File: src/rtl/mem_guard.sv
module mem_guard #(
  parameter int AW = 16,
  parameter int TW = 12
) (
  input  logic          clk,
  input  logic          rst_n,
  input  logic          acc_valid,
  input  logic [AW-1:0] acc_addr,
  output logic          acc_grant,
  input  logic          wr_en,
  input  logic [1:0]    wr_sel,
  input  logic [AW-1:0] wr_data,
  output logic          user_mode,
  output logic          prot_fault,
  output logic          timer_irq
);
  localparam logic [1:0] SEL_START = 2'd0;
  localparam logic [1:0] SEL_SIZE  = 2'd1;
  localparam logic [1:0] SEL_TIMER = 2'd2;
  localparam logic [1:0] SEL_USER  = 2'd3;
  localparam logic [TW-1:0] T_ONE  = TW'(1);

  logic [AW-1:0] base_q, limit_q;
  logic [TW-1:0] timer_q;
  logic [AW:0]   win_end;
  logic          in_win, priv_wr, violation, ld_timer, expire;

  assign win_end   = {1'b0, base_q} + {1'b0, limit_q};
  assign in_win    = (acc_addr >= base_q) && ({1'b0, acc_addr} < win_end);
  assign acc_grant = acc_valid && (!user_mode || in_win);
  assign priv_wr   = wr_en && !user_mode;
  assign violation = (acc_valid && user_mode && !in_win) || (wr_en && user_mode);
  assign ld_timer  = priv_wr && (wr_sel == SEL_TIMER);
  assign expire    = !ld_timer && (timer_q == T_ONE);

  always_ff @(posedge clk or negedge rst_n) begin
    if (!rst_n) begin
      base_q     <= '0;
      limit_q    <= '0;
      timer_q    <= '0;
      user_mode  <= 1'b0;
      prot_fault <= 1'b0;
      timer_irq  <= 1'b0;
    end else begin
      prot_fault <= violation;
      timer_irq  <= expire;
      if (priv_wr && wr_sel == SEL_START) base_q  <= wr_data;
      if (priv_wr && wr_sel == SEL_SIZE)  limit_q <= wr_data;
      if (ld_timer)              timer_q <= wr_data[TW-1:0];
      else if (timer_q != '0)    timer_q <= timer_q - T_ONE;
      if (violation || expire)                  user_mode <= 1'b0;
      else if (priv_wr && wr_sel == SEL_USER)   user_mode <= 1'b1;
    end
  end
endmodule


File: config.mk
export PLATFORM = sky130hd
export DESIGN_NAME = mem_guard
export DESIGN_NICKNAME = d
export VERILOG_FILES = /design/src/rtl/mem_guard.sv
export SDC_FILE = /design/constraint.sdc
export NUM_CORES = 1
export LEC_CHECK = 0
export ABC_AREA = 1
export ABC_CLOCK_PERIOD_IN_PS = 3000
export BUFFER_PORTS_ARGS = -buffer_cell sky130_fd_sc_hd__buf_2
export CAP_MARGIN = 15
export CORE_MARGIN = 2
export CORE_UTILIZATION = 45
export DETAILED_ROUTE_END_ITERATION = 8
export GPL_TIMING_DRIVEN = 0
export PLACE_DENSITY = 0.76
export SYNTH_ARGS = -nofsm -noshare
export SYNTH_HDL_FRONTEND = slang
export SYNTH_SLANG_ARGS = --single-unit
File: constraint.sdc
create_clock -name clk -period 3 [get_ports clk]
set_input_delay 0.3 -clock clk [delete_from_list [all_inputs] [get_ports clk]]
set_output_delay 0.3 -clock clk [all_outputs]
set_load 0.02 [all_outputs]
==> run metrics, run 1 <==
failing checks setup timing; Metal-1 WL 3493 um; die area 8472 um^2; initial antenna violation count 0; Post-synth ARST share 1.000; Seq/Total Area, Yosys 0.3372; drt wl/cell 12.99 um; worst path bufs/invs 2; Max IR drop VDD 0.6220 mV; Finish-stage setup viols 3; FP Rows 32; Post-synth top flop dfrtp_1; Final Slew Violations 0; RSZ-0062 raised after global routing true; Fin. Hold Viols 0; Req. time, crit path 2700 ps; Final Cycle Share 1.187; Sw Share 0.4566; Syn Nets 527; switching power 0.002095 W; Pwr Total 0.004589 W; relative slew slack 0.6817; hold slack 248.0 ps; syn avg cell area 7.946 um^2; dpl ws -399.4 ps; DRT iter0 DRCs 87; CP Capture Type output pin; fillers 723; status finished, violations left; top layer in use met4; via count 3,073; metal3 WL 318 um; Ys Warns 0; Max Root-Sink Buffers 2; worst setup margin -560.3 ps; Clock power frac 0.117; Initial Utilization 0.4586; Cell variety after synth 37; Worst-path clk slew 90 ps; Yosys reg bits 47; cell chain of the critical path ha_2 -> fa_2 -> nand3_2 -> nand3_2 -> nand3_2 -> nand2_2 -> nand3_2 -> nand2_4 -> a21boi_4 -> xor2_1 -> ha_1 -> nand2_1 -> inv_1 -> nor3_2 -> nand2_1 -> nand3_1 -> nand2_1 -> nand2_1 -> nand2_2 -> a21boi_4 -> buf_6; vias per cell 5.122; CP peak stage delay 390 ps; WS Path Type flop to output pin; Synth Cell Area 3488 um^2; Crit Path Max Fanout 4; first-pass GRT wire length 13,280 um; total core area 7607 um^2; DRC 0; Die W 92.05 um; routed wl met2 3823 um; crit-path leading delay family simple AND/OR/NAND/NOR gates; CTS sink cnt 47; vias in the first global route 3,101; First-pass DRT Iterations 4; MaxCap Viol Count 0; post-route ant nets 0; minimum clock period 3560 ps; I/O pin total 42; CTS tree yes; gpl congestion 0.8850; Worst setup SP type flop; Port-buffer cells 41; Internal Pwr Total 0.002493 W; Num CTS Buffers 5; Hold Path Class input port to flop; crit path max-delay cell type dfrtp_1; Root Buffer clkbuf_8; Worst-Skew Late Latency 300 ps; PwrDens 1113 nW/um^2; Post-Synthesis Cells 439; share of layout cells above drive strength 1 0.1767; hpwl dp 6224 um; P_leak 2.176 nW; residual overflow from global routing 0; GRT Util Overall 0.1937; combinational power share 0.629; Post-synth EDFFs 0; antenna cells 0; worst clock skew 6.492 ps; Routed WL 7794 um; die height 92.05 um; Nets 585; Worst-Margin Slew 473.2 ps; highest clock rate 0.2809 GHz; largest net degree at the start of global routing 48; Reg power frac 0.253; H-tree Lvls 2; Worst Path Arrival 3260 ps; area added between synthesis and finish 18.15%
[layout by cell type, fill, tap and decap left out, types with 4 or more instances in the layout]
master    count
a21o_1        4
a21oi_1      27
buf_2        40
buf_4         7
clkbuf_1      8
clkbuf_8      5
dfrtp_1      47
ha_1         48
inv_1        61
nand2_1      93
nand2_2       5
nand3_1      13
nand3_2       4
nor2_1       21
nor2_2        4
nor3_1        4
nor3_2        4
o21ai_0      44
o21ai_1       4
xnor2_1      10
xor2_1       11
[power by group through the flow]
stage | Clock, W | Combinational (W) | Sequential [W]
after floorplan | 0 | 0.00205 | 0.00112
after global placement | 0 | 0.00248 | 0.00117
after detailed placement | 0 | 0.00261 | 0.00117
after CTS | 0.000549 | 0.00278 | 0.00116
after global routing | 0.000575 | 0.00330 | 0.00120
final | 0.000538 | 0.00289 | 0.00116
[state kept, by name, summed over array words and instances, names as in the netlist]
| name | cells |
|---|---|
| base_q | 16 |
| prot_fault | 1 |
| timer_irq | 1 |
| timer_q | 12 |
| user_mode | 1 |
| limit_q | 16 |
[timing repair]
action	CTS	global route
cloned	0	0
hold buffers	0	1
endpoints found under the hold margin	0	5
setup buffers	7	1
setup endpoints to repair	3	3
resized for setup	5	5
pin swaps	8	0
[cells by family (layout without fill, tap and decap cells)]
logic type / Yosys count / in the layout / share of synthesized area
XOR/XNOR: 22 / 22 / 0.05524
buffers and inverters: 70 / 129 / 0.07533
AND/OR/NAND/NOR: 154 / 154 / 0.1948
adder cells (fa/ha/maj): 50 / 50 / 0.1815
flip-flops: 47 / 47 / 0.3372
AO/OA/AOI/OAI: 96 / 96 / 0.1560
[synthesized netlist by cell type, types with 2 or more instances]
master	number	area (um^2)
dfrtp_1	47	1176
nor2_1	22	82.58
clkbuf_1	7	26.28
xor2_1	12	105.1
inv_2	2	7.510
ha_1	49	613.1
nor2_2	3	18.77
nand2_2	5	31.28
nor4_1	2	12.51
a21oi_1	28	140.1
inv_1	61	229.0
nor3_2	2	20.02
nand3_2	3	30.03
xnor2_1	10	87.58
o21bai_1	2	15.01
o21ai_1	4	20.02
a21o_1	4	30.03
o21ai_0	44	220.2
nor3_1	6	30.03
nand3_1	14	70.07
o221ai_1	2	17.52
nand2_1	93	349.1
nand4_1	2	12.51
o22ai_1	2	12.51
[metrics by stage]
stage	cell area (um^2)	cells	utilization	setup TNS, ps
after floorplan	3510	439	-	-9.919
after global placement	3842	582	0.5051	-360.2
after detailed placement	3842	582	0.5051	-451.3
after CTS	4060	597	0.5337	-713.2
after global routing	4121	600	0.5418	-1646
final	4121	600	0.5418	-887.9
[area by class of cell]
class | count | area (um^2) | area share
Clock inverter | 2 | 60.06 | 0.01457
Sequential cell | 47 | 1176 | 0.2854
Timing Repair Buffer | 51 | 305.3 | 0.07407
Buffer | 7 | 26.28 | 0.006375
Inverter | 63 | 236.5 | 0.05738
Multi-Input combinational cell | 322 | 2117 | 0.5137
Tap cell | 102 | 127.6 | 0.03097
Clock buffer | 6 | 72.57 | 0.01761
[worst min-delay path, stage by stage]
cell and delay, ps:
buf_2 80, nand2_1 50, nand2_2 70
[per-layer routing]
metal,vias to the layer above,track usage
li1,1565,-
met1,1429,0.2356
met2,63,0.3419
met3,16,0.03205
met4,0,0.07587
met5,-,0
[worst paths after layout]
check	start	endpoint	slack (ps)	cells after the start
max reg2reg	base_q[0]	user_mode	-170	24
min	wr_en	prot_fault	250	3
min in group asynchronous	rst_n	limit_q[14]	360	2
max in group asynchronous	rst_n	timer_q[7]	2200	3
min reg2reg	limit_q[9]	limit_q[9]	490	2
max	base_q[0]	acc_grant	-560	21
Note: power is estimated with default switching activity, not from simulation.
==> run 2: changes to the inputs <==
- SKIP_CTS_REPAIR_TIMING: not set -> 1
==> run metrics, run 2 (synthesis gave the netlist of run 1 again) <==
WS Path Type flop to output pin; Max IR drop VDD 0.5555 mV (-11%); hold slack 247.0 ps (-1.059 ps); total core area 7607 um^2 (unchanged); P_leak 2.169 nW (-0.34%); Max Root-Sink Buffers 2 (unchanged); Port-buffer cells 41 (unchanged); FP Rows 32 (unchanged); Root Buffer clkbuf_8; die height 92.05 um (unchanged); Nets 584 (-0.17%); worst clock skew 4.652 ps (-1.840 ps); Reg2Reg Depth 22 (-8.3%); Initial Utilization 0.4586 (unchanged); vias per cell 5.127 (+0.10%); Final Cycle Share 1.213 (+0.02616); Sw Share 0.4599 (+0.003260); Hold Path Class input port to flop; gpl congestion 0.8850 (unchanged); first-pass GRT wire length 13,120 um (-1.2%); most frequent cells in the layout nand2_1 (93), inv_1 (60), ha_1 (48); Crit Path Max Fanout 4 (unchanged); switching power 0.002099 W (+0.19%); Num CTS Buffers 5 (unchanged); Clock power frac 0.118 (about the same); highest clock rate 0.2748 GHz (-2.2%); GRT Util Overall 0.1911 (-0.002623); H-tree Lvls 2 (unchanged); failing checks setup timing; DRT iter0 DRCs 51 (-41%); MaxCap Viol Count 0 (unchanged); most common cell after layout, fill and taps aside nand2_1; via count 3,071 (-0.065%); hpwl dp 6224 um (unchanged); Worst-path clk slew 80 ps (about the same); Reg power frac 0.255 (+0.002); antenna cells 0 (unchanged); relative slew slack 0.6837 (+0.002051); reg2reg start base_q[0]; fillers 730 (+0.97%); Req. time, crit path 2700 ps (about the same); Fin. Hold Viols 0 (unchanged); CTS tree yes; First-pass DRT Iterations 4 (unchanged); Final Slew Violations 0 (unchanged); area of placed instances 3842 um^2 (unchanged); vias in the first global route 3,048 (-1.7%); Worst-Margin Slew 470.1 ps (-3.049 ps); DRC 0 (unchanged); reg2reg end user_mode; CTS sink cnt 47 (unchanged); die area 8472 um^2 (unchanged); min-delay src wr_en; area added between synthesis and finish 17.83%; post-route ant nets 0 (unchanged); CP Capture Type output pin; Routed WL 7800 um (about the same); I/O pin total 42 (unchanged); biggest regs base_q (16), limit_q (16), timer_q (12); Internal Pwr Total 0.002465 W (-1.1%); Worst Path Arrival 3340 ps (+80 ps); Worst setup SP type flop; Hold Crit Endpoint prot_fault; Post-Layout Inst Area 4110 um^2 (-0.27%); combinational power share 0.627 (-0.002); Worst-Skew Late Latency 300 ps (about the same); Die W 92.05 um (unchanged); Worst Hold Path Cells 3 (unchanged); PwrDens 1111 nW/um^2 (-0.25%); minimum clock period 3639 ps (+78.47 ps); share of layout cells above drive strength 1 0.1771 (+0.0003555); RSZ-0062 raised after global routing true; r2r setup slk -150 ps (+20 ps); largest net degree at the start of global routing 48 (unchanged); Finish-stage setup viols 3 (unchanged); worst setup margin -638.8 ps (-78.47 ps); drt wl/cell 13.02 um (+0.24%); status finished, violations left; residual overflow from global routing 0 (unchanged); initial antenna violation count 0 (unchanged)
==> run 2: cell types whose count changed in the layout (fill, tap and decap cells not counted), sizes merged <==
cell,before,now
buf,50,49
==> run 2: how the worst max path moves through the flow <==
stage	from	to	slack [ps]	cells after the start
floorplan	base_q[0]	acc_grant	-10	20
global placement	base_q[0]	acc_grant	-360	21
detailed placement	base_q[0]	acc_grant	-400	21
CTS	base_q[0]	acc_grant	-750	21
global route	limit_q[0]	acc_grant	-870	21
finish	base_q[0]	acc_grant	-640	20
==> run 2: per-stage QoR <==
stage	setup slack [ps]	util	power, W	TNS, ps	std cells
floorplan	-9.919	-	0.003169	-9.919	439
global placement	-360.2	0.5051	0.003645	-360.2	582
detailed placement	-399.4	0.5051	0.003785	-451.3	582
CTS	-746.7	0.5225	0.004340	-873.1	590
global route	-865.1	0.5403	0.005050	-1588	599
finish	-638.8	0.5403	0.004565	-921.8	599
==> run 2: power groups by stage <==
stage               sequential (W)  combinational [W]  clock (W)
floorplan                  0.00112            0.00205          0
global placement           0.00117            0.00248          0
detailed placement         0.00117            0.00261          0
CTS                        0.00116            0.00263   0.000549
global route               0.00120            0.00327   0.000576
finish                     0.00116            0.00286   0.000540
==> run 2: layer usage <==
metal,wire (um),global-route usage
met5,0,0
met2,3810,0.3395
met3,290,0.02794
met4,156,0.06841
met1,3542,0.2356
==> run 2: cell type report <==
| cell class | count | area [um^2] | share of cell area |
|---|---|---|---|
| clock inverter | 2 | 60.06 | 0.01461 |
| sequential | 47 | 1176 | 0.2861 |
| inverter | 63 | 236.5 | 0.05753 |
| clock buffer | 6 | 72.57 | 0.01766 |
| buffer | 7 | 26.28 | 0.006393 |
| multi-input combinational | 322 | 2117 | 0.5151 |
| timing repair buffer | 50 | 294.0 | 0.07154 |
| tap | 102 | 127.6 | 0.03105 |
==> run 2: worst max-delay path, stage by stage, from the launching register on <==
cell,delay (ps)
dfrtp_1,420
ha_2,200
fa_2,370
nand3_2,70
nand3_2,80
nand3_2,80
nand2_2,70
nand3_2,80
nand2_4,90
a21boi_4,180
buf_4,130
o21ai_2,50
xor2_1,150
ha_1,300
a21o_1,170
a21oi_1,120
nand2_1,60
nand2_1,60
nand2_2,100
a21boi_4,140
buf_6,130
==> run 3: changes to the inputs <==
- CORE_UTILIZATION: 45 -> 53
- PLACE_DENSITY: 0.76 -> 0.86
==> run metrics, run 3 (synthesis gave the netlist of run 1 again) <==
status finished, violations left; failing checks setup timing; drt wl/cell 13.95 um (+7.2%); Hold Path Class input port to async pin; Nets 581 (-0.51%); MaxCap Viol Count 0 (unchanged); Crit Path Max Fanout 4 (unchanged); H-tree Lvls 2 (unchanged); P_leak 2.149 nW (-0.90%); post-route ant nets 0 (unchanged); most frequent cells in the layout nand2_1 (93), inv_1 (61), ha_1 (48); share of layout cells above drive strength 1 0.1640 (-0.01309); die height 85.13 um (-7.5%); CTS sink cnt 47 (unchanged); metal3 WL 311 um (+7.2%); Worst setup SP type flop; area added between synthesis and finish 15.39%; Util after Layout 0.6339 (+0.09360); I/O pin total 42 (unchanged); hold slack 173.7 ps (-73.26 ps); Final Cycle Share 1.246 (+0.03284); Worst-Skew Late Latency 290 ps (about the same); first-pass GRT wire length 13,340 um (+1.6%); total core area 6350 um^2 (-17%); Fin. Hold Viols 0 (unchanged); RSZ-0062 raised after global routing true; Max Root-Sink Buffers 2 (unchanged); worst setup margin -737.3 ps (-98.51 ps); CP Capture Type output pin; Final Slew Violations 0 (unchanged); Worst-path clk slew 80 ps (about the same); FP Rows 29 (-9.4%); Req. time, crit path 2700 ps (about the same); initial antenna violation count 0 (unchanged); Initial Utilization 0.5494 (+0.09081); relative slew slack 0.3214 (-0.3623); Finish-stage setup viols 3 (unchanged); Worst-Margin Slew 1018 ps (+547.7 ps); Num CTS Buffers 5 (unchanged); CTS tree yes; Max IR drop VDD 0.7355 mV (+32%); routed wl met2 4037 um (+6.0%); top layer in use met4; DRC 0 (unchanged); Port-buffer cells 41 (unchanged); biggest regs base_q (16), limit_q (16), timer_q (12); Metal-1 WL 3467 um (-2.1%); via count 3,134 (+2.1%); worst clock skew 3.663 ps (-0.9894 ps); Routed WL 7968 um (+2.2%); WS Path Type flop to output pin; highest clock rate 0.2676 GHz (-2.6%); antenna cells 0 (unchanged); vias in the first global route 3,044 (-0.13%); PwrDens 1125 nW/um^2 (+1.3%); gpl congestion 0.8796 (-0.61%); minimum clock period 3737 ps (+98.51 ps); largest net degree at the start of global routing 48 (unchanged); most common cell after layout, fill and taps aside nand2_1; vias per cell 5.489 (+7.1%); Die W 85.13 um (-7.5%); Root Buffer clkbuf_8; hpwl dp 6387 um (+2.6%); Worst Path Arrival 3440 ps (+100 ps); DRT iter0 DRCs 124 (+140%); residual overflow from global routing 0 (unchanged); GRT Util Overall 0.2252 (+0.03407); First-pass DRT Iterations 4 (unchanged); die area 7247 um^2 (-14%)
## run 3: changes by cell type in the layout (fill, tap and decap cells not counted), sizes merged
cell,delta
buf,-2
dlygate4sd3,-1
## run 3: critical path, cell delays in order, from the launching register on
cell and delay (ps):
dfrtp_1 420, ha_2 210, fa_2 370, nand3_2 80, nand3_2 90, nand3_2 80, nand2_2 60, nand3_2 80
nand2_4 80, xnor2_1 230, ha_1 290, a21o_1 190, nor2_1 100, nand3_1 120, nand2_1 90, nand2_1 50
nand3_1 90, nand2_1 50, nand2_1 70, nand2_2 100, a21boi_4 150, buf_6 130
## run 3: final timing paths
kind,from,end,slack [ps],cells after the start
setup / recovery,base_q[0],acc_grant,-740,21
hold / removal,rst_n,timer_q[0],170,1
setup reg to reg,base_q[0],user_mode,-260,23
hold reg to reg,limit_q[9],limit_q[9],500,2
max in group asynchronous,rst_n,timer_irq,2190,1
min in group clk,wr_data[2],timer_q[2],260,3
## run 3: cell type report
cell class	count	area, um^2
buffer	7	26.28
clock buffer	6	72.57
clock inverter	2	60.06
fill	534	2325
inverter	63	236.5
multi-input combinational	322	2101
sequential	47	1176
tap	77	96.34
timing repair buffer	47	256.5
## run 3: power breakdown
| group | leakage (nW) | internal, W | total (W) | switching (W) |
|---|---|---|---|---|
| registers | 0.584 | 0.000910 | 0.00117 | 0.000262 |
| clock network | 0.0654 | 0.000333 | 0.000536 | 0.000203 |
| logic | 1.50 | 0.00118 | 0.00282 | 0.00164 |
| total | 2.15 | 0.00243 | 0.00453 | 0.00210 |
## run 3: routing by layer
metal / global-route usage / up-vias
met5: 0 / -
met4: 0.06782 / 0
met3: 0.02529 / 13
met2: 0.3999 / 92
met1: 0.2880 / 1468
li1: - / 1561
## run 3: per-stage QoR
stage	instances	setup TNS, ps	total power (W)	setup WS (ps)	cell area, um^2
floorplan	439	-9.919	0.003169	-9.919	3510
global placement	557	-338.7	0.003618	-338.7	3811
detailed placement	557	-627.2	0.003811	-446.9	3811
CTS	565	-1035	0.004361	-791.6	3944
global route	571	-1898	0.004995	-955.7	4025
finish	571	-1235	0.004528	-737.3	4025
